<file path="src/rtl/pmf_pkg.sv">
package pmf_pkg;
    localparam int RIDX_W  = 5;
    localparam int NREG    = 1 << RIDX_W;
    localparam int ENTRY_W = RIDX_W + 3;

    typedef struct packed {
        logic              enable;
        logic              invert;
        logic              zeroing;
        logic [RIDX_W-1:0] src;
    } pred_ent_t;

    function automatic pred_ent_t to_pred(input logic [ENTRY_W-1:0] raw);
        return pred_ent_t'(raw);
    endfunction
endpackage

</file>
<file path="src/rtl/pmf_table.sv">
module pmf_table
    import pmf_pkg::*;
#(
    parameter int W = ENTRY_W
) (
    input  logic              clk,
    input  logic              rst,
    input  logic              we,
    input  logic              wbank,
    input  logic [RIDX_W-1:0] waddr,
    input  logic [W-1:0]      wdata,
    input  logic              rbank,
    input  logic [RIDX_W-1:0] raddr,
    output logic [W-1:0]      rdata
);
    logic [W-1:0] bank_rd [2];

    for (genvar b = 0; b < 2; b++) begin : g_bank
        logic [W-1:0] ent [NREG];
        always_ff @(posedge clk) begin
            if (rst) begin
                for (int i = 0; i < NREG; i++) ent[i] <= '0;
            end else if (we && (wbank == b[0])) begin
                ent[waddr] <= wdata;
            end
        end
        assign bank_rd[b] = ent[raddr];
    end

    assign rdata = bank_rd[rbank];
endmodule

</file>
<file path="src/rtl/pmf_mask_form.sv">
module pmf_mask_form
    import pmf_pkg::*;
#(
    parameter int XLEN = 16
) (
    input  logic            redir_on,
    input  pred_ent_t       pent,
    input  logic [XLEN-1:0] rf_val,
    output logic [XLEN-1:0] mask,
    output logic            zero
);
    always_comb begin
        mask = '1;
        zero = 1'b0;
        if (redir_on && pent.enable) begin
            mask = pent.invert ? ~rf_val : rf_val;
            zero = pent.zeroing;
        end
    end
endmodule

</file>
<file path="src/rtl/pmf_elem_sel.sv">
module pmf_elem_sel #(
    parameter int XLEN   = 16,
    parameter int EOFF_W = $clog2(XLEN) + 1
) (
    input  logic              clk,
    input  logic              rst,
    input  logic [XLEN-1:0]   mask,
    input  logic [EOFF_W-1:0] off,
    output logic              en
);
    logic in_range;
    assign in_range = ({{(32-EOFF_W){1'b0}}, off} < XLEN);
    always_comb begin
        en = 1'b0;
        for (int i = 0; i < XLEN; i++)
            if (in_range && (off == EOFF_W'(i))) en = mask[i];
    end

    // an enabled element always has its mask bit set
    assert_en_has_bit_R8: assert property (@(posedge clk) disable iff (rst)
        en |-> (in_range && mask[off[EOFF_W-2:0]]));
endmodule

</file>
<file path="src/rtl/pmf_fetch_top.sv">
module pmf_fetch_top
    import pmf_pkg::*;
#(
    parameter int XLEN   = 16,
    parameter int EOFF_W = $clog2(XLEN) + 1
) (
    input  logic              clk,
    input  logic              rst,
    input  logic              cfg_we,
    input  logic              cfg_pred,
    input  logic              cfg_fp,
    input  logic [4:0]        cfg_reg,
    input  logic [7:0]        cfg_data,
    input  logic              req_valid,
    input  logic              req_fp,
    input  logic [4:0]        req_reg,
    input  logic [EOFF_W-1:0] req_elem,
    output logic [4:0]        rf_raddr,
    input  logic [XLEN-1:0]   rf_rdata,
    output logic              out_valid,
    output logic [XLEN-1:0]   mask_out,
    output logic              zero_out,
    output logic              elem_en
);
    logic [0:0]         redir_raw;
    logic [ENTRY_W-1:0] pred_raw;
    pred_ent_t          pent;
    logic [XLEN-1:0]    mask_d;
    logic               zero_d;
    logic [EOFF_W-1:0]  off_q;

    pmf_table #(.W(1)) redir_tbl_i (
        .clk(clk), .rst(rst), .we(cfg_we && !cfg_pred), .wbank(cfg_fp),
        .waddr(cfg_reg), .wdata(cfg_data[0]), .rbank(req_fp),
        .raddr(req_reg), .rdata(redir_raw)
    );

    pmf_table #(.W(ENTRY_W)) pred_tbl_i (
        .clk(clk), .rst(rst), .we(cfg_we && cfg_pred), .wbank(cfg_fp),
        .waddr(cfg_reg), .wdata(cfg_data), .rbank(req_fp),
        .raddr(req_reg), .rdata(pred_raw)
    );

    assign pent     = to_pred(pred_raw);
    assign rf_raddr = pent.src;

    pmf_mask_form #(.XLEN(XLEN)) form_i (
        .redir_on(redir_raw[0]), .pent(pent), .rf_val(rf_rdata),
        .mask(mask_d), .zero(zero_d)
    );

    always_ff @(posedge clk) begin
        if (rst) begin
            out_valid <= 1'b0;
            mask_out  <= '1;
            zero_out  <= 1'b0;
            off_q     <= '0;
        end else begin
            out_valid <= req_valid;
            if (req_valid) begin
                mask_out <= mask_d;
                zero_out <= zero_d;
                off_q    <= req_elem;
            end
        end
    end

    pmf_elem_sel #(.XLEN(XLEN), .EOFF_W(EOFF_W)) sel_i (
        .clk(clk), .rst(rst), .mask(mask_out), .off(off_q), .en(elem_en)
    );

    assert_valid_follows_R10: assert property (@(posedge clk) disable iff (rst)
        req_valid |=> out_valid);
    assert_valid_idle_R10: assert property (@(posedge clk) disable iff (rst)
        !req_valid |=> !out_valid);
    assert_redir_off_ones_R2: assert property (@(posedge clk) disable iff (rst)
        (req_valid && !redir_raw[0]) |=> (mask_out == '1 && !zero_out));
    assert_pred_off_ones_R3: assert property (@(posedge clk) disable iff (rst)
        (req_valid && redir_raw[0] && !pent.enable) |=> (mask_out == '1 && !zero_out));
    assert_plain_mask_R4: assert property (@(posedge clk) disable iff (rst)
        (req_valid && redir_raw[0] && pent.enable && !pent.invert)
            |=> (mask_out == $past(rf_rdata)));
    assert_inverted_mask_R5: assert property (@(posedge clk) disable iff (rst)
        (req_valid && redir_raw[0] && pent.enable && pent.invert)
            |=> (mask_out == ~$past(rf_rdata)));
    assert_zero_flag_R6: assert property (@(posedge clk) disable iff (rst)
        (req_valid && redir_raw[0] && pent.enable) |=> (zero_out == $past(pent.zeroing)));
    assert_far_elem_off_R9: assert property (@(posedge clk) disable iff (rst)
        ({{(32-EOFF_W){1'b0}}, off_q} >= XLEN) |-> !elem_en);
endmodule

</file>
<file path="config.mk">
export PLATFORM = sky130hd
export DESIGN_NAME = pmf_fetch_top
export DESIGN_NICKNAME = d
export VERILOG_FILES = /design/src/rtl/pmf_pkg.sv /design/src/rtl/pmf_table.sv /design/src/rtl/pmf_mask_form.sv /design/src/rtl/pmf_elem_sel.sv /design/src/rtl/pmf_fetch_top.sv
export SDC_FILE = /design/constraint.sdc
export NUM_CORES = 1
export LEC_CHECK = 0
export BUFFER_PORTS_ARGS = -buffer_cell sky130_fd_sc_hd__buf_2
export CAP_MARGIN = 25
export CORE_ASPECT_RATIO = 0.8
export CORE_UTILIZATION = 63
export CTS_CLUSTER_DIAMETER = 150
export CTS_CLUSTER_SIZE = 40
export DETAILED_ROUTE_END_ITERATION = 12
export HOLD_SLACK_MARGIN = 0.15
export PLACE_DENSITY = 0.8
export SLEW_MARGIN = 20
export SYNTH_ARGS = -nofsm -noshare
export SYNTH_HDL_FRONTEND = slang
export SYNTH_SLANG_ARGS = --single-unit
</file>
<file path="constraint.sdc">
create_clock -name clk -period 2.9 [get_ports clk]
set_clock_uncertainty 0.2 [all_clocks]
set_input_delay 0.29 -clock clk [delete_from_list [all_inputs] [get_ports clk]]
set_output_delay 0.29 -clock clk [all_outputs]
set_load 0.03 [all_outputs]
</file>
# Yosys cells after proc, flatten, opt, wreduce, memory -nomap -nowiden
# Memories as Yosys holds them, arrays and structs flattened.
# Cells that the tools add are included.
word_totals:
  reg_bits: 23
  output_inout_bits: 24
  n_memories: 4
  ram_bits: 576
  word_cells: 108
  in_bits: 46
mem_list:
  columns: ["memory", "depth", "word_bits", "rd", "rd_clocked_by_memory_dff", "write_ports", "line", "source"]
  rows:
  - ["pred_tbl_i.g_bank[0].ent", 32, 8, 1, 0, 32, "pmf_table.sv:19", "logic [W-1:0] ent [NREG];"]
  - ["pred_tbl_i.g_bank[1].ent", 32, 8, 1, 0, 32, "pmf_table.sv:19", null]
  - ["redir_tbl_i.g_bank[0].ent", 32, 1, 1, 0, 32, "pmf_table.sv:19", null]
  - ["redir_tbl_i.g_bank[1].ent", 32, 1, 1, 0, 32, "pmf_table.sv:19", null]
op_classes:
  n_eq_ne: 15
  muxes: 51
  bitwise_logic: 3
  n_lt_le_gt_ge: 2
  n_reduce_logical: 29
ops:
  columns: ["op", "count"]
  rows:
  - ["equality test 5 x 4 -> 1 bit, second input constant", 8]
  - ["two-way mux 1 bit", 40]
  - ["two-way mux 8 bit", 5]
  - ["two-way mux 16 bit", 2]
  - ["logical AND 1 bit", 23]
  - ["equality test 5 x 3 -> 1 bit, second input constant", 4]
  - ["two-way mux 5 bit", 4]
  - ["NOT 16 bit", 1]
  - ["OR reduction 8 bit", 2]
  - ["equality test 5 x 2 -> 1 bit, second input constant", 2]
  - ["equality test 5 x 1 -> 1 bit, second input constant", 1]
  - ["zero test 5 bit", 1]
  - ["< comparator 5 bit, second input constant", 1]
  - [">= comparator 2 bit, second input constant", 1]
  - ["NOT 1 -> 2 bit", 1]
  - ["OR reduction 1 bit", 2]
  - ["zero test 1 bit", 1]
  - ["NOT 1 bit", 1]

# Logic depth before layout (Yosys ltp)
logic_depth:
  word_depth: 18
  depth_mapped: 12
  ltp_nobuf: 6

# Cells and area by module
# Synthesis repeated with hierarchy kept, for this count alone.
unflattened:
  hier_cells: 1983
  area_unflattened_um2: 28640.0
by_module_without_submodules:
  columns: ["mod", "cells_each", "area_each_um2", "seq_area_each_um2", "n_inst"]
  rows:
  - ["pmf_table (pred_tbl_i)", 1556, 23831.6, 15374.7, 1]
  - ["pmf_table (redir_tbl_i)", 293, 3500.9, 1921.8, 1]
  - ["pmf_fetch_top", 76, 860.8, 460.4, 1]
  - ["pmf_mask_form", 38, 260.2, 0.0, 1]
  - ["pmf_elem_sel", 20, 186.4, 0.0, 1]

# Least setup slack after synthesis
# No wires, ideal clock.
synth_timing:
  path_type: "input-to-output"
  from: "in req_reg[1]"
  to: "out rf_raddr[1]"
  n_path_buf: 3
  required_ns: 2.410
  cell_stages: 6
  setup_slack_ns: 0.073
  t_arrival_ns: 2.337
  cell_sequence: "buf_4 buf_2 clkbuf_1 mux4_2 mux4_2 mux4_2"
synth_between:
  elab_chain_cells: 4
  word_cells_on_any_way: 5
  cone_classes: "3 x mux; 2 x memory"
synth_lines:
  columns: ["element", "line", "source"]
  rows:
  - ["start, declared", "pmf_fetch_top.sv:16", "input logic [4:0] req_reg,"]
  - ["memory read (32 x 8 bit)", null, null]
  - ["two-way mux 8 bit (not written as such) (*) (3 in a row)", "pmf_table.sv:30", "assign rdata = bank_rd[rbank];"]
  - ["end, declared", "pmf_fetch_top.sv:18", "output logic [4:0] rf_raddr,"]
# Every way passes the cells marked *; elsewhere a longest branch is shown, timed or not. The select of a mux whose other input is x is not followed.

# Final worst setup path
layout_timing:
  from: "mem pred_tbl_i.g_bank[1].ent[18][3] (netlist name)"
  to: "out rf_raddr[3]"
layout_between:
  elab_chain_cells: 4
layout_lines:
  columns: ["element", "line"]
  rows:
  - ["start, declared", "pmf_table.sv:19"]
  - ["memory read (32 x 8 bit)", null]
  - ["two-way mux 8 bit (not written as such) (3 in a row)", "pmf_table.sv:30"]
# No other way between the ends. The select of a mux whose other input is x is not followed.

==> results.md <==
- CTS Sinks: 599
- Area share of the largest cell type after synthesis: 0.621
- Post-route DRC: 0
- Critical path launch point: pred_tbl_i.g_bank[1].ent[18][3]$_SDFFCE_PN0P_
- Top sig layer: met4
- Sequential element share of the synthesized area: 0.638
- Post-synthesis mux area share: 0.122
- CTS root buf: clkbuf_16
- First-pass iteration count of the detailed router: 6
- Finished Layout Cells: 2597
- Cell taking the most area after synthesis: edfxtp_1
- GR Util All Layers: 0.328
- RSZ-0062 raised after global routing: true
- CP max stage cell: mux4_2
- Post-Synth Simple-Gate Area: 0.173
- FF+latch count, synth: 599
- # Max-Cap Violations: 0
- Die Ht: 190 microns
- Peak VDD IR: 0.469 mV
- Die X: 237 microns
- Clock slew at reported path FFs: 0.14 ns
- Top-count cell post-synth: edfxtp_1
- Top FF cell, synth: edfxtp_1
- Post-Syn Nets: 1976
- CTS tree: built
- Cell count after placement: 2526
- Worst reg2reg startpoint: redir_tbl_i.g_bank[0].ent[2]$_SDFFCE_PN0P_
- Detailed-route wire length: 72600 microns
- Max-slew violations: 0
- CTS buffer count: 18
- CP startpoint kind: flip-flop
- DRT iter0 DRCs: 2801
- Worst setup margin: -0.409 ns
- Pin count of the biggest net entering global routing: 126
- Outcome: finished, violations left
- Compound-Gate Fraction of Synth Area: 0.0372
- Final ANT Viol Nets: 0
- Post-Synthesis Cells: 1930
- Share of cells above drive strength 1: 0.205
- Die Area: 45100 sq um
- I/O pins: 70
- Row count: 68
- Avg Cell Area, Syn: 14.4 sq um
- Leak pwr: 10.3 nW
- Crit Path Max Fanout: 1
- Cells along the critical path: mux4_2 > mux4_2 > mux4_2 > buf_6
- Layout Nets: 2070
- Synth cell count leaders: 576 x edfxtp_1, 515 x and2_1, 159 x nor2_1, 146 x mux4_2, 93 x clkbuf_1
- Tcrit/Tclk final: 1.14
- Largest family of logic cells by synthesized area: simple AND/OR/NAND/NOR gates
- Failing checks: setup timing
- Cell Area, Placed: 29300 sq um
- Worst Hold Launch: cfg_data[0]
- Synthesized cell area: 27900 sq um
- Setup_tns: -1.95 ns
- Post-synth EDFFs: 576
- FMAX: 302 MHz
- Fillcell total: 2768
- Ranking of synthesized cells by area: edfxtp_1 62%, mux4_2 12%, and2_1 12%
- Endpoints failing setup: 5
- Met3 routed WL: 9190 microns
- Wire per inst: 28.0 microns
- Slowest stage delay, CP: 0.56 ns
- Design area: 30300 sq um
- Starting Density: 0.642
- Critical path's top delay family: multiplexers
- Met2 routed WL: 32900 microns
- Setup CP Type: reg -> out
- XOR/XNOR Fraction of Synth Area: 0.00503
- DP HPWL: 50200 microns
- Synthesized-area fraction occupied by adder cells: 0
- Rel. slew slack: 0.452
- Number of setup buffers added after CTS: 0
- Clock Path Buffers: 3
- Pre-CTS WS: -0.160 ns
- GP Congestion: 0.941
- Skew-Pair Late Insertion Delay: 0.60 ns
- WL met1: 28400 microns
- H-tree levels: 1
- Area of the core: 43400 sq um
- Layout Area Growth over Synthesis: 8.72%
- Hold crit path type: in -> reg
- Vias in the first global route: 16902
- Port Buffers: 69
- Most frequent cell on the critical path: mux4_2
- WP data arrival: 2.82 ns
- Ys async rst share: 0
- Total number of vias: 17334
- Worst path bufs/invs: 1
- P per Cell Area: 515 nW/um^2
- Crit end category: output pin
- Syn. warnings: 0
- Overflow after GRT: 0
- Initial antenna violation count: 1
- CP Data Required Time: 2.41 ns
- Final Hold Viols: 0
- Final min period: 3.31 ns
- Worst-margin pin slew: 0.823 ns
- Yosys cell types: 51
- First-pass GRT wire length: 108000 microns
- Vias per inst: 6.67
[stage by stage]
step / hold WS [ns] / utilization / total power [mW]
2_1_floorplan: 0.237 / - / 11.2
3_3_place_gp: 0.286 / 0.676 / 11.8
3_5_place_dp: 0.295 / 0.676 / 11.9
4_1_cts: 0.153 / 0.698 / 15.5
5_1_grt: 0.157 / 0.698 / 15.9
6_report: 0.158 / 0.698 / 15.6
[final timing paths]
check,end,slack [ns],cells after the start
worst max-delay path,rf_raddr[3],-0.41,4
worst min-delay path,pred_tbl_i.g_bank[1].ent[18][0]$_SDFFCE_PN0P_,0.16,2
worst max register to register,mask_out[8]$_SDFFE_PP1P_,0.23,7
worst min register to register,mask_out[14]$_SDFFE_PP1P_,0.33,2
[final cells by class]
cell class / instances / area, sq um / share of cell area
Tap cell: 560 / 701 / 0.0231
Timing Repair Buffer: 222 / 1850 / 0.0611
Inverter: 3 / 11.3 / 0.000372
Sequential cell: 599 / 17800 / 0.587
Multi-Input combinational cell: 1180 / 9410 / 0.311
Clock inverter: 1 / 17.5 / 0.000579
Antenna cell: 1 / 2.50 / 0.0000826
Clock buffer: 31 / 520 / 0.0172
[cell usage in the layout, fill, tap and decap left out, types with 2 or more instances in the layout]
| master | n |
|---|---|
| xnor2_1 | 16 |
| nand2_1 | 67 |
| nor3b_1 | 3 |
| o211ai_1 | 21 |
| dfxtp_1 | 21 |
| clkbuf_16 | 19 |
| nor2b_1 | 7 |
| nor3_1 | 2 |
| a22oi_1 | 2 |
| mux2i_1 | 12 |
| buf_4 | 101 |
| nand3b_1 | 5 |
| buf_2 | 60 |
| buf_6 | 5 |
| nand4b_1 | 2 |
| and2_1 | 515 |
| and3b_1 | 2 |
| mux4_2 | 146 |
| buf_12 | 17 |
| a21oi_1 | 8 |
| nand3_1 | 28 |
| o21bai_1 | 64 |
| a211oi_1 | 3 |
| or2_2 | 65 |
| nor2_1 | 159 |
| inv_1 | 2 |
| and3_1 | 2 |
| dfxtp_4 | 2 |
| dlygate4sd3_1 | 38 |
| edfxtp_1 | 576 |
| o21ai_0 | 7 |
| a41oi_1 | 4 |
| a31oi_1 | 19 |
| o221ai_1 | 2 |
| nand4_1 | 2 |
| clkbuf_1 | 12 |
[power by group]
group          total (mW)  switching [mW]  leakage, nW  internal, mW
logic                1.71           0.980         4.42         0.726
registers            10.1           0.222         5.66          9.89
clock network        3.78            2.47        0.261          1.30
[state kept, by name, summed over array words and instances (netlist names)]
signal and flops:
off_q 5, zero_out 1, pred_tbl_i.g_bank.ent 512, out_valid 1, mask_out 16, redir_tbl_i.g_bank.ent 64
[routing by layer]
layer  vias up  track usage
li1       7182            -
met1      8651        0.493
met2      1343        0.501
met3       158       0.0609
met4         0       0.0856
met5         -            0
[cells by family after synthesis]
kind of cell / Yosys count
simple gates: 864
xor+xnor: 16
flops: 599
compound gates: 142
buf+inv: 151
mux: 158
[timing repair]
item	in CTS	in global routing
pin swaps	0	0
hold buffers	38	0
setup endpoints to repair	6	6
endpoints found under the hold margin	127	0
gates resized for setup	12	4
(Power assumes the default switching activity.)
